===== config.mk =====
export PLATFORM = sky130hd
export DESIGN_NAME = fetch_seq
export DESIGN_NICKNAME = d
export VERILOG_FILES = /design/src/rtl/fetch_seq.sv
export SDC_FILE = /design/constraint.sdc
export NUM_CORES = 1
export LEC_CHECK = 0
export BUFFER_PORTS_ARGS = -buffer_cell sky130_fd_sc_hd__buf_2
export CAP_MARGIN = 10
export CORE_ASPECT_RATIO = 0.8
export CORE_MARGIN = 2
export CORE_UTILIZATION = 38
export CTS_CLUSTER_SIZE = 40
export DETAILED_ROUTE_END_ITERATION = 10
export PLACE_DENSITY = 0.65
export SYNTH_ARGS = -nofsm -noshare
export SYNTH_HDL_FRONTEND = slang
export SYNTH_SLANG_ARGS = --single-unit

===== constraint.sdc =====
create_clock -name clk -period 5.6 [get_ports clk]
set_input_delay 1.12 -clock clk [delete_from_list [all_inputs] [get_ports clk]]
set_output_delay 1.12 -clock clk [all_outputs]
set_load 0.01 [all_outputs]

===== src/rtl/fetch_seq.sv =====
module fetch_seq #(
  parameter int AW = 8,
  parameter int DW = 16,
  parameter logic [AW-1:0] PC_RST = '0
) (
  input  logic          clk,
  input  logic          rst_n,
  input  logic          start,
  input  logic          fast_mode,
  input  logic [DW-1:0] mem_data_i,
  output logic [AW-1:0] mem_addr_o,
  output logic          mem_rd_n,
  output logic          pc_oe_n,
  output logic          pc_ld_n,
  output logic          mar_ld_n,
  output logic          addr_oe_n,
  output logic          mbr_ld_n,
  output logic          mbr_oe_n,
  output logic          ir_ld_n,
  output logic          z_oe_n,
  output logic          alu_inc_n,
  output logic          done,
  output logic [AW-1:0] pc_o,
  output logic [DW-1:0] ir_o
);

  localparam int SW = 3;
  localparam logic [SW-1:0] IDLE = '0;
  localparam logic [SW-1:0] LAST_SLOW = SW'(4);
  localparam logic [SW-1:0] LAST_FAST = SW'(3);

  logic [SW-1:0] step;
  logic          fast_r;
  logic [AW-1:0] pc_r, mar_r, z_r, cbus_a, bbus;
  logic [DW-1:0] mbr_r, ir_r, cbus;

  assign done = (step == (fast_r ? LAST_FAST : LAST_SLOW));

  always_ff @(posedge clk or negedge rst_n)
    if (!rst_n) begin
      step   <= IDLE;
      fast_r <= 1'b0;
    end else if (step == IDLE) begin
      if (start) begin
        step   <= SW'(1);
        fast_r <= fast_mode;
      end
    end else if (done) begin
      step <= IDLE;
    end else begin
      step <= step + SW'(1);
    end

  // strobe word: pc_oe pc_ld mar_ld addr_oe mbr_ld mbr_oe ir_ld z_oe alu_inc mem_rd
  logic [9:0] sw;
  always_comb begin
    sw = '1;
    unique case ({fast_r, step})
      {1'b0, SW'(1)}: sw = 10'b0101111111;
      {1'b0, SW'(2)}: sw = 10'b1110011110;
      {1'b0, SW'(3)}: sw = 10'b0111100101;
      {1'b0, SW'(4)}: sw = 10'b1011111011;
      {1'b1, SW'(1)}: sw = 10'b0101111101;
      {1'b1, SW'(2)}: sw = 10'b1010011010;
      {1'b1, SW'(3)}: sw = 10'b1111100111;
      default:        sw = '1;
    endcase
  end

  assign {pc_oe_n, pc_ld_n, mar_ld_n, addr_oe_n, mbr_ld_n,
          mbr_oe_n, ir_ld_n, z_oe_n, alu_inc_n, mem_rd_n} = sw;

  assign cbus_a = !z_oe_n ? z_r : pc_r;
  assign cbus   = !mbr_oe_n ? mbr_r : DW'(cbus_a);
  assign bbus   = pc_r;
  assign mem_addr_o = addr_oe_n ? '0 : mar_r;

  always_ff @(posedge clk or negedge rst_n)
    if (!rst_n) begin
      pc_r  <= PC_RST;
      mar_r <= '0;
      z_r   <= '0;
      mbr_r <= '0;
      ir_r  <= '0;
    end else begin
      if (!pc_ld_n)   pc_r  <= cbus[AW-1:0];
      if (!mar_ld_n)  mar_r <= cbus[AW-1:0];
      if (!alu_inc_n) z_r   <= bbus + AW'(1);
      if (!mbr_ld_n)  mbr_r <= mem_data_i;
      if (!ir_ld_n)   ir_r  <= cbus;
    end

  assign pc_o = pc_r;
  assign ir_o = ir_r;

  a_r6_done_single: assert property (@(posedge clk) disable iff (!rst_n)
    done |=> !done);
  a_r5_addr_is_pc: assert property (@(posedge clk) disable iff (!rst_n)
    !mem_rd_n |-> mem_addr_o == $past(pc_r));
  a_r7_pc_step_one: assert property (@(posedge clk) disable iff (!rst_n)
    (pc_r != $past(pc_r)) |-> pc_r == $past(pc_r) + AW'(1));
  a_r8_ir_from_mbr: assert property (@(posedge clk) disable iff (!rst_n)
    !ir_ld_n |=> ir_r == $past(mbr_r));
  a_r4_cbus_one_source: assert property (@(posedge clk) disable iff (!rst_n)
    $onehot0({!mbr_oe_n, !z_oe_n, !pc_oe_n && alu_inc_n}));
  a_r1_idle_quiet: assert property (@(posedge clk) disable iff (!rst_n)
    done |=> (mem_rd_n && pc_ld_n && ir_ld_n && alu_inc_n));

endmodule


==> metrics.csv, run 1 <==
metric;value;unit
status;finished clean;
postcts setup bufs;0;
syn_nets;230;
crit path from;step[1];
slew margin rel.;0.377;
final hold slack;0.485;ns
crit-path leading delay family;compound AO/OA/AOI/OAI gates;
final slew viol count;0;
Lkg Pwr;0.00158;uW
fin crit period;3.53;ns
DR WL/cell;13.8;um
post-CTS sizing;0;
final worst-path cycle share;0.631;
CTS tree;yes;
H-tree depth;3;
end of the critical path;alu_inc_n;
synthesis warning total;0;
Critical Path Fanout Max;16;
Setup CP Type;reg2out;
syn avg cell area;13.2;um2
Worst path depth;5;
Required @ worst endpoint;4.48;ns
clock buffer depth;2;
measured slew at the worst slew-check pin;0.929;ns
GRT Residual Overflow;0;
final non-filler cell total;360;
R2R depth;5;
Hold Path Origin;z_r[0];
mapped cell area;2670;um2
slowest cell on the critical path;o21ai_1;
Unique masters post-synth;31;
Die H;79.0;um
Placed Instances;344;
layout cell share with drive strength beyond 1;0.495;
num ports;63;
CP startpoint kind;flip-flop;
Synth Flop Type;dfrtp_1;
Critical Path Max Stage Delay;0.73;ns
core footprint;6860;um2
Fin Clk Skew;0.00871;ns
Min-Delay Path Class;reg2reg;
1st-pass router iterations;4;
IO Port Bufs;62;
Final Hold Vio Count;0;
Sink Count;60;
Post-Route WL;4980;um
RR Endpoint;z_r[1];
# diodes;0;
worst r2r src;step[1];
Yosys reg bits;60;
vias in the first global route;1706;
vias;1734;
Post-Place Setup Slack;2.38;ns
Synth Instances;202;
Iter 0 DRT Violations;31;
antenna violations before repair;0;
flop2flop setup slack;3.26;ns
antenna-violating nets left;0;
post-synthesis sequential area ratio;0.562;
Pwr Total;1690;uW
Post-synth EDFFs;0;
fin nets;296;
Buf+Inv Stages, Crit Path;2;
VDD IR max;0.240;mV
maxcap violations;0;
worst skew pair latency;0.33;ns
drt drc;0;
drt via density;4.82;
Area Growth Syn to Fin;21.7;%
Die Wd;97.7;um
final setup margin;2.07;ns
first-pass GRT wire length;8190;um
row count;27;
CTS Root Cell;clkbuf_8;
GP Congestion;0.829;
Post-synth ARST share;1.00;
TNS Setup;0;ns
fmax;0.283;GHz
Arr. time, crit path;2.41;ns
Initial Utilization;0.390;
Crit. End Element;primary output;
final setup vio count;0;
maximum number of pins on one net before global-route repair;61;
cts-stage hold buffer count;0;
Tot GR Track Use;0.138;
TritonCTS Buffers;9;
pwr/cell area;520;nW/um2
RSZ-0062 raised after global routing;false;
die footprint;7720;um2
worst-path cell chain;inv_1 -> ha_1 -> and4bb_2 -> o21ai_1 -> buf_2;
DP HPWL;3380;um
CTS clk-pin slew, worst paths;0.07;ns
==> cell type report <==
class	instances	area (um2)
Tap cell	87	109
Inverter	8	30.0
Fill cell	634	3610
Timing Repair Buffer	65	333
Sequential cell	60	1500
Clock inverter	4	47.5
Multi-Input combinational cell	124	1070
Clock buffer	12	155
==> cell usage in the layout, fill, tap and decap left out, types with 2 or more instances in the layout <==
cell      count
nand3b_1      2
clkbuf_8     11
mux2_2       49
clkinv_2      2
a21oi_1       4
buf_4         3
and2_1        9
o21ai_0      11
nand2_1       8
buf_2        62
dfrtp_1      60
xor2_1        5
nand3_1       7
nor2_1        3
inv_1         8
ha_1          8
nor2b_1       2
and3_1        3
==> cells in the mapped netlist, types with 4 or more instances <==
master   instances  area [um2]
dfrtp_1         60        1500
mux2_2          49         552
o21ai_0         11        55.1
and2_1           9        56.3
ha_1             8         100
inv_1            8        30.0
nand2_1          8        30.0
nand3_1          7        35.0
xor2_1           5        43.8
a21oi_1          4        20.0
buf_2            4        20.0
buf_4            4        30.0
==> worst min path at each step <==
stage | end | slack [ns] | depth (start not counted)
floorplan | z_r[0] | 0.45 | 2
global placement | z_r[6] | 0.46 | 2
detailed placement | z_r[0] | 0.47 | 2
CTS | z_r[0] | 0.49 | 2
global route | mar_r[3] | 0.51 | 1
finish | z_r[0] | 0.48 | 2
==> metrics by stage <==
stage / area, um2 / utilization
after floorplan: 2670 / -
after global placement: 3050 / 0.444
after detailed placement: 3050 / 0.444
after CTS: 3250 / 0.474
after global routing: 3250 / 0.474
final: 3250 / 0.474
==> per-layer routing <==
metal | vias up | share of wire | GRT usage
li1 | 832 | - | -
met1 | 844 | 0.48 | 0.174
met2 | 54 | 0.44 | 0.204
met3 | 4 | 0.072 | 0.0695
met4 | 0 | 0.0064 | 0.0500
met5 | - | 0 | 0
==> worst reg2reg max path, delay by kind of cell (launching register included) <==
family / cells / cell delay, ns
compound gates: 1 / 0.73
flops: 1 / 0.43
mux: 1 / 0.42
fa+ha+maj: 1 / 0.27
simple gates: 1 / 0.26
buf+inv: 1 / 0.12
==> cell families (layout without fill, tap and decap cells) <==
kind of cell,Yosys count,in the layout,share of synthesized area
AO/OA/AOI/OAI,21,21,0.0496
XOR/XNOR,6,6,0.0197
adder cells (fa/ha/maj),8,8,0.0375
buffers and inverters,18,89,0.0356
flip-flops,60,60,0.562
multiplexers,49,49,0.207
AND/OR/NAND/NOR,40,40,0.0890
==> flip-flops by register name, indices dropped and copies added, names as in the netlist <==
name,flops
step,3
mar_r,8
fast_r,1
ir_o,16
z_r,8
mbr_r,16
pc_o,8
==> power by group <==
part	internal [uW]	switching, uW
Clock	228	162
Combinational	313	306
Sequential	589	91.6
Total	1130	560
Power figures use the tool's default switching activity.
==> run 2, diff against run 1 <==
ABC_AREA = 1   (was not set)
PLACE_DENSITY = 0.64   (was 0.65)
clock period = 3.28 ns   (was 5.6 ns; I/O delays follow)
==> run 2 against run 1 <==
Critical path depth up 3. Synthesized cell count grew 53%. Critical path type unchanged. Largest cell class unchanged. Critical endpoint is now mem_addr_o[6]. Clock skew down 0.0019 ns. First-iteration DRC count rose to 3.4 times the previous value. Routed wire length up 24%. Largest power group is now combinational logic. Clock power is 74% higher.
==> metrics.csv, run 2 <==
metric;value;unit;change
maxcap violations;0;;unchanged
RR Endpoint;mar_r[5];;
Post-synth ARST share;1.00;;unchanged
Yosys reg bits;60;;unchanged
postcts setup bufs;0;;unchanged
Reg area;1500;um2;unchanged
Min-Delay Path Class;in2async;;
1st-pass router iterations;4;;unchanged
fmax;0.349;GHz;
Fillers;698;;+10%
DR WL/cell;13.1;um;-5.0%
Fin Clk Skew;0.00684;ns;-0.00187 ns
Critical Path Fanout Max;28;;+12
met3 usage;0.0477;;-0.0219
maximum number of pins on one net before global-route repair;40;;-34%
GRT Residual Overflow;0;;unchanged
IO Port Bufs;62;;unchanged
final setup vio count;0;;unchanged
fin crit period;2.86;ns;
syn_nets;338;;+47%
Crit. End Element;primary output;;
DP HPWL;4310;um;+27%
area of the multi-input gates;1180;um2;+10%
Post-synth EDFFs;0;;unchanged
Post-Route WL;6160;um;+24%
synthesis warning total;0;;unchanged
H-tree depth;3;;unchanged
antenna violations before repair;0;;unchanged
global routing usage on met2;0.241;;+0.0372
Die H;81.5;um;+3.1%
leading area contributor after synthesis;dfrtp_1;;
top-count cell post-synth;nand2_1;;
commonest non-fill, non-tap cell in the layout;nand2_1;;
fin nets;402;;+36%
syn avg cell area;9.19;um2;-30%
Post-synth top cells;127 x nand2_1, 60 x dfrtp_1, 19 x inv_1;;
pwr/cell area;1130;nW/um2;+120%
top-area cell type share of the netlist area;0.527;;-0.0353
final slew viol count;0;;unchanged
Area Growth Syn to Fin;19.7;%;
CTS clk-pin slew, worst paths;0.07;ns;about the same
num ports;63;;unchanged
post-CTS sizing;0;;unchanged
core footprint;7320;um2;+6.8%
Arr. time, crit path;2.21;ns;-0.20 ns
TritonCTS Buffers;9;;unchanged
leading cell types in the layout, fill and taps excluded;127 x nand2_1, 62 x buf_2, 60 x dfrtp_1;;
status;finished clean;;
Final Hold Vio Count;0;;unchanged
Synth Instances;310;;+53%
RSZ-0062 raised after global routing;false;;
gr busiest metal;met2;;
Sink Count;60;;unchanged
# diodes;0;;unchanged
measured slew at the worst slew-check pin;0.511;ns;-0.418 ns
R2R depth;11;;+6
VDD IR max;0.427;mV;+78%
GP Congestion;0.859;;+3.6%
Setup CP Type;reg2out;;
drt via density;4.58;;-5.0%
vias in the first global route;2088;;+22%
TNS Setup;0;ns;unchanged
first-pass GRT wire length;10400;um;+27%
Tot GR Track Use;0.167;;+0.0294
Required @ worst endpoint;2.62;ns;-1.86 ns
CTS Root Cell;clkbuf_8;;
row count;28;;+3.7%
final hold slack;0.289;ns;-0.195 ns
CP startpoint kind;flip-flop;;
Lkg Pwr;0.00188;uW;+18%
flop2flop setup slack;1.06;ns;-2.20 ns
cts-stage hold buffer count;0;;unchanged
post-synthesis sequential area ratio;0.527;;-0.0353
mapped cell area;2850;um2;+6.7%
Synth Flop Type;dfrtp_1;;
die footprint;8210;um2;+6.4%
Initial Utilization;0.389;;about the same
worst skew pair latency;0.34;ns;about the same
clock buffer depth;2;;unchanged
M1 GR Usage;0.237;;+0.0634
Die Wd;101;um;+3.2%
final worst-path cycle share;0.873;;
slew margin rel.;0.659;;+0.283
layout cell share with drive strength beyond 1;0.293;;-0.202
Iter 0 DRT Violations;105;;+240%
CTS tree;yes;;
Unique masters post-synth;28;;-9.7%
vias;2147;;+24%
drt drc;0;;unchanged
top cells by area, synth;dfrtp_1 53%, nand2_1 17%, mux2_4 4.2%;;
antenna-violating nets left;0;;unchanged
worst r2r src;step[1];;
run 2: worst max path at each step:
stage | from | end | slack, ns
floorplan | step[2] | mem_addr_o[0] | 0.98
global placement | step[0] | mem_addr_o[7] | 0.83
detailed placement | step[2] | mem_addr_o[7] | 0.75
CTS | step[1] | mem_addr_o[6] | 0.38
global route | step[0] | mem_addr_o[6] | 0.21
finish | step[1] | mem_addr_o[6] | 0.42
run 2: report_power, final:
part | internal (uW) | switching, uW | total, uW
Sequential | 1060 | 191 | 1250
Combinational | 729 | 1190 | 1920
Clock | 393 | 287 | 680
run 2: final cells by class:
cell class,count,area share
clock buffer,13,0.0466
sequential,60,0.440
multi-input combinational,216,0.347
clock inverter,3,0.0132
inverter,24,0.0271
timing repair buffer,63,0.0931
tap,90,0.0330
run 2: worst max-delay path, cell delays in order (launching register included):
cell and delay (ns):
dfrtp_1 0.42, inv_1 0.09, ha_1 0.23, nand2_1 0.10, nand2_1 0.12, nor2_4 0.18, nand3_4 0.34, nor2_1 0.23
buf_2 0.16
run 2: cells by family (layout without fill, tap and decap cells):
group,after synthesis,count (layout),synth area share
compound gates,15,15,0.0281
xor+xnor,7,7,0.0215
fa+ha+maj,8,8,0.0351
buf+inv,34,103,0.0579
flops,60,60,0.527
mux,15,15,0.0698
simple gates,171,171,0.261
run 2: metal layers:
layer / routed length (um) / vias up
met5: 0 / -
met4: 69 / 0
met3: 288 / 7
met2: 2720 / 49
met1: 3090 / 1003
li1: - / 1088
run 2: metrics by stage:
step / total power [uW] / cells / utilization / instance area (um2) / setup WS [ns]
CTS: 3910 / 469 / 0.466 / 3410 / 0.381
floorplan: 2700 / 310 / - / 2850 / 0.982
finish: 3850 / 469 / 0.466 / 3410 / 0.416
detailed placement: 3210 / 453 / 0.438 / 3210 / 0.752
global route: 4210 / 469 / 0.466 / 3410 / 0.213
global placement: 3160 / 453 / 0.438 / 3210 / 0.831
